[src/rtl/xcvr_pkg.sv]
package xcvr_pkg;
  localparam int XCVR_W_DEF = 18;

  typedef struct packed {
    logic oe_n;
    logic le;
    logic bclk;
    logic bclk_en_n;
  } dir_ctl_t;
endpackage

[src/rtl/xcvr_keeper.sv]
module xcvr_keeper #(
  parameter int W = xcvr_pkg::XCVR_W_DEF
) (
  input  logic         clk,
  input  logic         rst,
  input  logic [W-1:0] ext_dat,
  input  logic [W-1:0] ext_en,
  input  logic [W-1:0] own_dat,
  input  logic         own_en,
  output logic [W-1:0] res_dat
);
  logic [W-1:0] keep_q;

  for (genvar i = 0; i < W; i++) begin : g_bit
    always_comb begin
      if (ext_en[i])   res_dat[i] = ext_dat[i];
      else if (own_en) res_dat[i] = own_dat[i];
      else             res_dat[i] = keep_q[i];
    end

    always_ff @(posedge clk) begin
      if (rst) keep_q[i] <= 1'b0;
      else     keep_q[i] <= res_dat[i];
    end

    // an undriven bit keeps its previous resolved level
    a_r8_keeper_holds: assert property (@(posedge clk) disable iff (rst)
      ($past(!rst) && !ext_en[i] && !own_en) |-> (res_dat[i] == $past(res_dat[i])));
  end
endmodule

[src/rtl/xcvr_dir_store.sv]
module xcvr_dir_store #(
  parameter int W = xcvr_pkg::XCVR_W_DEF
) (
  input  logic               clk,
  input  logic               rst,
  input  logic [W-1:0]       din,
  input  xcvr_pkg::dir_ctl_t ctl,
  output logic [W-1:0]       dout,
  output logic               dout_en
);
  logic         bclk_q;
  logic         bclk_rise;
  logic         capture;
  logic [W-1:0] store_q;
  logic         en_q;

  assign bclk_rise = ctl.bclk & ~bclk_q;
  assign capture   = ctl.le | (~ctl.bclk_en_n & bclk_rise);

  always_ff @(posedge clk) begin
    if (rst) begin
      bclk_q  <= 1'b0;
      store_q <= '0;
      en_q    <= 1'b0;
    end else begin
      bclk_q <= ctl.bclk;
      en_q   <= ~ctl.oe_n;
      if (capture) store_q <= din;
    end
  end

  assign dout    = en_q ? store_q : '0;
  assign dout_en = en_q;

  // transparent mode passes the input after one cycle
  a_r1_transparent: assert property (@(posedge clk) disable iff (rst)
    ($past(!rst) && $past(ctl.le)) |-> (store_q == $past(din)));

  // with the clock enable inactive, storage holds
  a_r4_gated_hold: assert property (@(posedge clk) disable iff (rst)
    ($past(!rst) && $past(!ctl.le && ctl.bclk_en_n)) |-> $stable(store_q));

  // a steady bus clock in latch-closed mode holds storage
  a_r3_steady_hold: assert property (@(posedge clk) disable iff (rst)
    ($past(!rst) && $past(!rst, 2) && $past(!ctl.le) &&
     ($past(ctl.bclk) == $past(ctl.bclk, 2))) |-> $stable(store_q));

  // a high output enable leaves the port undriven next cycle
  a_r5_disable: assert property (@(posedge clk) disable iff (rst)
    $past(ctl.oe_n) |-> (!dout_en && dout == '0));
endmodule

[src/rtl/univ_bus_xcvr.sv]
module univ_bus_xcvr #(
  parameter int W = xcvr_pkg::XCVR_W_DEF
) (
  input  logic         clk,
  input  logic         rst,
  input  logic [W-1:0] a_in,
  input  logic [W-1:0] a_in_en,
  output logic [W-1:0] a_out,
  output logic         a_out_en,
  input  logic [W-1:0] b_in,
  input  logic [W-1:0] b_in_en,
  output logic [W-1:0] b_out,
  output logic         b_out_en,
  input  logic         ab_oe_n,
  input  logic         ab_le,
  input  logic         ab_clk,
  input  logic         ab_clk_en_n,
  input  logic         ba_oe_n,
  input  logic         ba_le,
  input  logic         ba_clk,
  input  logic         ba_clk_en_n
);
  import xcvr_pkg::*;

  localparam int NDIR = 2;

  dir_ctl_t     ctl   [NDIR];
  logic [W-1:0] src   [NDIR];
  logic [W-1:0] dst   [NDIR];
  logic         dst_en[NDIR];
  logic [W-1:0] a_res, b_res;

  assign ctl[0] = '{oe_n: ab_oe_n, le: ab_le, bclk: ab_clk, bclk_en_n: ab_clk_en_n};
  assign ctl[1] = '{oe_n: ba_oe_n, le: ba_le, bclk: ba_clk, bclk_en_n: ba_clk_en_n};
  assign src[0] = a_res;
  assign src[1] = b_res;

  xcvr_keeper #(.W(W)) u_keep_a (
    .clk(clk), .rst(rst), .ext_dat(a_in), .ext_en(a_in_en),
    .own_dat(a_out), .own_en(a_out_en), .res_dat(a_res));

  xcvr_keeper #(.W(W)) u_keep_b (
    .clk(clk), .rst(rst), .ext_dat(b_in), .ext_en(b_in_en),
    .own_dat(b_out), .own_en(b_out_en), .res_dat(b_res));

  for (genvar d = 0; d < NDIR; d++) begin : g_dir
    xcvr_dir_store #(.W(W)) u_store (
      .clk(clk), .rst(rst), .din(src[d]), .ctl(ctl[d]),
      .dout(dst[d]), .dout_en(dst_en[d]));
  end

  assign b_out    = dst[0];
  assign b_out_en = dst_en[0];
  assign a_out    = dst[1];
  assign a_out_en = dst_en[1];

  // nothing is driven right after reset
  a_r10_reset_quiet: assert property (@(posedge clk)
    $past(rst) |-> (!a_out_en && !b_out_en && a_out == '0 && b_out == '0));
endmodule

[config.mk]
export PLATFORM = sky130hd
export DESIGN_NAME = univ_bus_xcvr
export DESIGN_NICKNAME = d
export VERILOG_FILES = /design/src/rtl/xcvr_pkg.sv /design/src/rtl/xcvr_keeper.sv /design/src/rtl/xcvr_dir_store.sv /design/src/rtl/univ_bus_xcvr.sv
export SDC_FILE = /design/constraint.sdc
export NUM_CORES = 1
export LEC_CHECK = 0
export BUFFER_PORTS_ARGS = -buffer_cell sky130_fd_sc_hd__buf_2
export CAP_MARGIN = 30
export CORE_MARGIN = 3
export CORE_UTILIZATION = 39
export CTS_CLUSTER_SIZE = 24
export DETAILED_ROUTE_END_ITERATION = 8
export GPL_TIMING_DRIVEN = 1
export PLACE_DENSITY = 0.61
export SLEW_MARGIN = 20
export SYNTH_ARGS = -nofsm -noshare
export SYNTH_HDL_FRONTEND = slang
export SYNTH_SLANG_ARGS = --single-unit
[constraint.sdc]
create_clock -name clk -period 3 [get_ports clk]
set_input_delay 0.15 -clock clk [delete_from_list [all_inputs] [get_ports clk]]
set_output_delay 0.15 -clock clk [all_outputs]
set_load 0.05 [all_outputs]
==> metrics.txt <==
status finished, final reports clean; static power due to leakage 2.008 nW; flop and latch count out of synthesis 76; Synth Instances 317; path type of the worst setup path register to primary output; stage delay of the slowest cell on the critical path 700 ps; Psw 641.4 uW; count of inserted antenna diode cells 0; clock tree from TritonCTS built; number of flops mapped to enable cells by yosys 0; number of sinks on the clock net 76; number of warnings printed during yosys synthesis 0; proportion of synthesized flip-flops having asynchronous set or reset 0%; CP top delay family flip-flops; count of input and output buffers 119; Post-Syn Area 3746 sq um; kind of start point of the critical path register; peak clock frequency supported by timing 495.2 MHz; IO Count 120; Register-to-Register Path Depth 4; proportion of synthesized chip area in sequential cells 40.61%; highest fanout seen on the critical path 20; wirelength, routed 8209 um; Initial Util 40.35%; post-layout net count 519; estimated wirelength of the detail-placed design 5884 um; Sequential Power Share 42.3%; post-DR vias/cell 4.665; Root Buffer sky130_fd_sc_hd__clkbuf_8; final hold violations 0; headroom to the max-slew limit 37.05%; highest-delay cell along the critical path sky130_fd_sc_hd__dfxtp_1; number of buffers inserted during clock tree synthesis 9; power share of the clock group 41.4%; portion of total power attributed to combinational logic 16.3%; Yosys cell types 16; Period Utilization, post-route 67.31%; first-pass GRT wire length 13570 um; average size of a mapped cell 11.82 sq um; Buf/Inv on CP 2; via total after detailed routing 2664; critical path arrival 1870 ps; Fin Clk Skew 9.952 ps; number of nets with antenna violations after detailed routing 0; number of buffers on the longest clock path 2; width of the die 104.0 um; Power per Cell Area 560.4 nW/um^2; nets in the synthesized netlist 399; All-Layer GR Usage 15.36%; Total Die Area 10820 sq um; Place WS 1243 ps; via count of the first global-routing pass 2837; Max Slew Vio Count 0; area of the core region 9284 sq um; biggest area contributors in the synthesized netlist sky130_fd_sc_hd__dfxtp_1 41%, sky130_fd_sc_hd__o31ai_4 19%, sky130_fd_sc_hd__and2_4 8.4%, sky130_fd_sc_hd__o2bb2ai_1 8.2%, sky130_fd_sc_hd__nand2b_1 6.0%; DR DRC count 0; setup repair after global routing missed its margin no; post-synthesis cell type with the largest combined area sky130_fd_sc_hd__dfxtp_1; final setup violating endpoints 0; average detailed-routed wire length per instance 14.38 um; clock latency of the later-clocked register in the worst-skew pair 340 ps; number of antenna violations at the first check in global routing 0; routability congestion estimate from global placement 0.7505; Die Ht 104.0 um; largest net degree at the start of global routing 45; proportion of layout cells with a drive suffix above 1 49.10%; Area growth, synth to finish 25.58%; internal power contribution 1.995 mW; number of filler cells placed in the layout 861; final hold slack 44.99 ps; Worst Setup End Kind primary output; area share of the leading cell type in the synthesized netlist 40.61%; cells resized by post-CTS repair 0; cell-by-cell trace of the critical path buf_4, and2_4, buf_2; number of design-rule violations left by the first detailed-router iteration 54; post-layout min period 2019 ps; Setup WS post-layout 980.6 ps; hold path depth 2; number of H-tree levels 3; switch share 24.33%; total overflow reported by the global router 0; data required time at the worst endpoint 2850 ps; setup TNS after final layout 0 ps; hold crit path type primary input to register; clock slew at reported path FFs 70 ps; Max VDD drop 0.2763 mV; first-pass detailed-route iteration total 4; CP Depth 3; slew at the pin closest to its max-slew limit 943.7 ps; max_cap viols 0; number of rows created at floorplan 35; primary flip-flop cell chosen by synthesis mapping sky130_fd_sc_hd__dfxtp_1
[cell type report]
type                    count  area, sq um  area share [%]
multi-input cells         226         2093           44.49
flip-flops and latches     76         1521           32.34
repair buffers            124        641.9           13.64
clock inverters             7        162.7           3.457
well taps                 129        161.4           3.431
clock buffers               9        123.9           2.633
[cells in the mapped netlist, types with 4 or more instances]
library cell	n
sky130_fd_sc_hd__o2bb2ai_1	35
sky130_fd_sc_hd__dfxtp_1	76
sky130_fd_sc_hd__and2_4	36
sky130_fd_sc_hd__clkbuf_1	4
sky130_fd_sc_hd__nor2_1	38
sky130_fd_sc_hd__nor2b_1	30
sky130_fd_sc_hd__nand2b_1	36
sky130_fd_sc_hd__o31ai_4	34
sky130_fd_sc_hd__buf_6	9
sky130_fd_sc_hd__and2b_1	8
[worst reg2reg max path, cell delays in order, from the launching register on]
cell and delay [ps]:
sky130_fd_sc_hd__dfxtp_1 700, sky130_fd_sc_hd__buf_4 360, sky130_fd_sc_hd__and2b_1 240, sky130_fd_sc_hd__o31ai_4 190, sky130_fd_sc_hd__o2bb2ai_1 100
[state kept, by name, summed over array words and instances (netlist names)]
name and flops:
u_keep_b.keep_q 18, u_keep_a.keep_q 18, g_dir.u_store.dout_en 2, g_dir.u_store.store_q 36
g_dir.u_store.bclk_q 2
[cells in the final DEF (no fill, tap or decap)]
master,n
sky130_fd_sc_hd__dfxtp_1,76
sky130_fd_sc_hd__o21bai_2,2
sky130_fd_sc_hd__nor2b_1,30
sky130_fd_sc_hd__nand2b_1,36
sky130_fd_sc_hd__nor3b_4,2
sky130_fd_sc_hd__o2bb2ai_1,35
sky130_fd_sc_hd__o31ai_2,2
sky130_fd_sc_hd__clkbuf_8,9
sky130_fd_sc_hd__o2bb2ai_2,1
sky130_fd_sc_hd__buf_4,2
sky130_fd_sc_hd__o31ai_4,34
sky130_fd_sc_hd__clkinvlp_4,1
sky130_fd_sc_hd__and2b_1,8
sky130_fd_sc_hd__buf_6,1
sky130_fd_sc_hd__bufinv_16,5
sky130_fd_sc_hd__nor3_4,2
sky130_fd_sc_hd__nor2_1,38
sky130_fd_sc_hd__clkinv_2,1
sky130_fd_sc_hd__buf_2,119
sky130_fd_sc_hd__and2_4,36
sky130_fd_sc_hd__dlygate4sd3_1,2
[kinds of logic after synthesis]
logic type      count (synthesis)  synth area share, %
compound gates                 74                29.16
flops                          76                40.61
buf+inv                        15                3.507
simple gates                  152                26.72
[layer usage]
layer / vias to the layer above / wire [um] / track usage [%]
li1: 1343 / - / -
met1: 1243 / 3607 / 18.78
met2: 67 / 4077 / 26.00
met3: 11 / 382 / 3.042
met4: 0 / 142 / 7.028
met5: - / 0 / 0
[what timing repair did]
item	4_1_cts	5_1_grt
endpoints found under the setup margin	0	0
hold buffers	2	0
setup buffers	0	0
hold endpoints to repair	2	0
[power by group through the flow]
stage	clock network (mW)	logic, mW	registers, mW
after floorplan	0	0.313	1.13
after global placement	0	0.427	1.14
after detailed placement	0	0.432	1.14
after CTS	1.11	0.436	1.12
after global routing	1.15	0.469	1.12
final	1.09	0.431	1.12
[per-stage QoR]
stage	util [%]	instance area, sq um	instances	power (mW)
2_1_floorplan	-	3746	317	1.447
3_3_place_gp	47.25	4387	552	1.564
3_5_place_dp	47.25	4387	552	1.570
4_1_cts	50.55	4693	570	2.666
5_1_grt	50.67	4705	571	2.743
6_report	50.67	4705	571	2.637
[worst paths after layout]
check	slack (ps)	endpoint	startpoint
worst max-delay path	980	a_out[1]	g_dir[1].u_store.dout_en$_SDFF_PP0_
worst min-delay path	40	g_dir[1].u_store.bclk_q$_SDFF_PP0_	ba_clk
worst max register to register	1270	g_dir[0].u_store.store_q[8]$_SDFFE_PP0P_	g_dir[1].u_store.dout_en$_SDFF_PP0_
worst min register to register	460	g_dir[1].u_store.store_q[12]$_SDFFE_PP0P_	g_dir[1].u_store.store_q[12]$_SDFFE_PP0P_
No activity file was read; power rests on OpenSTA's default activity.
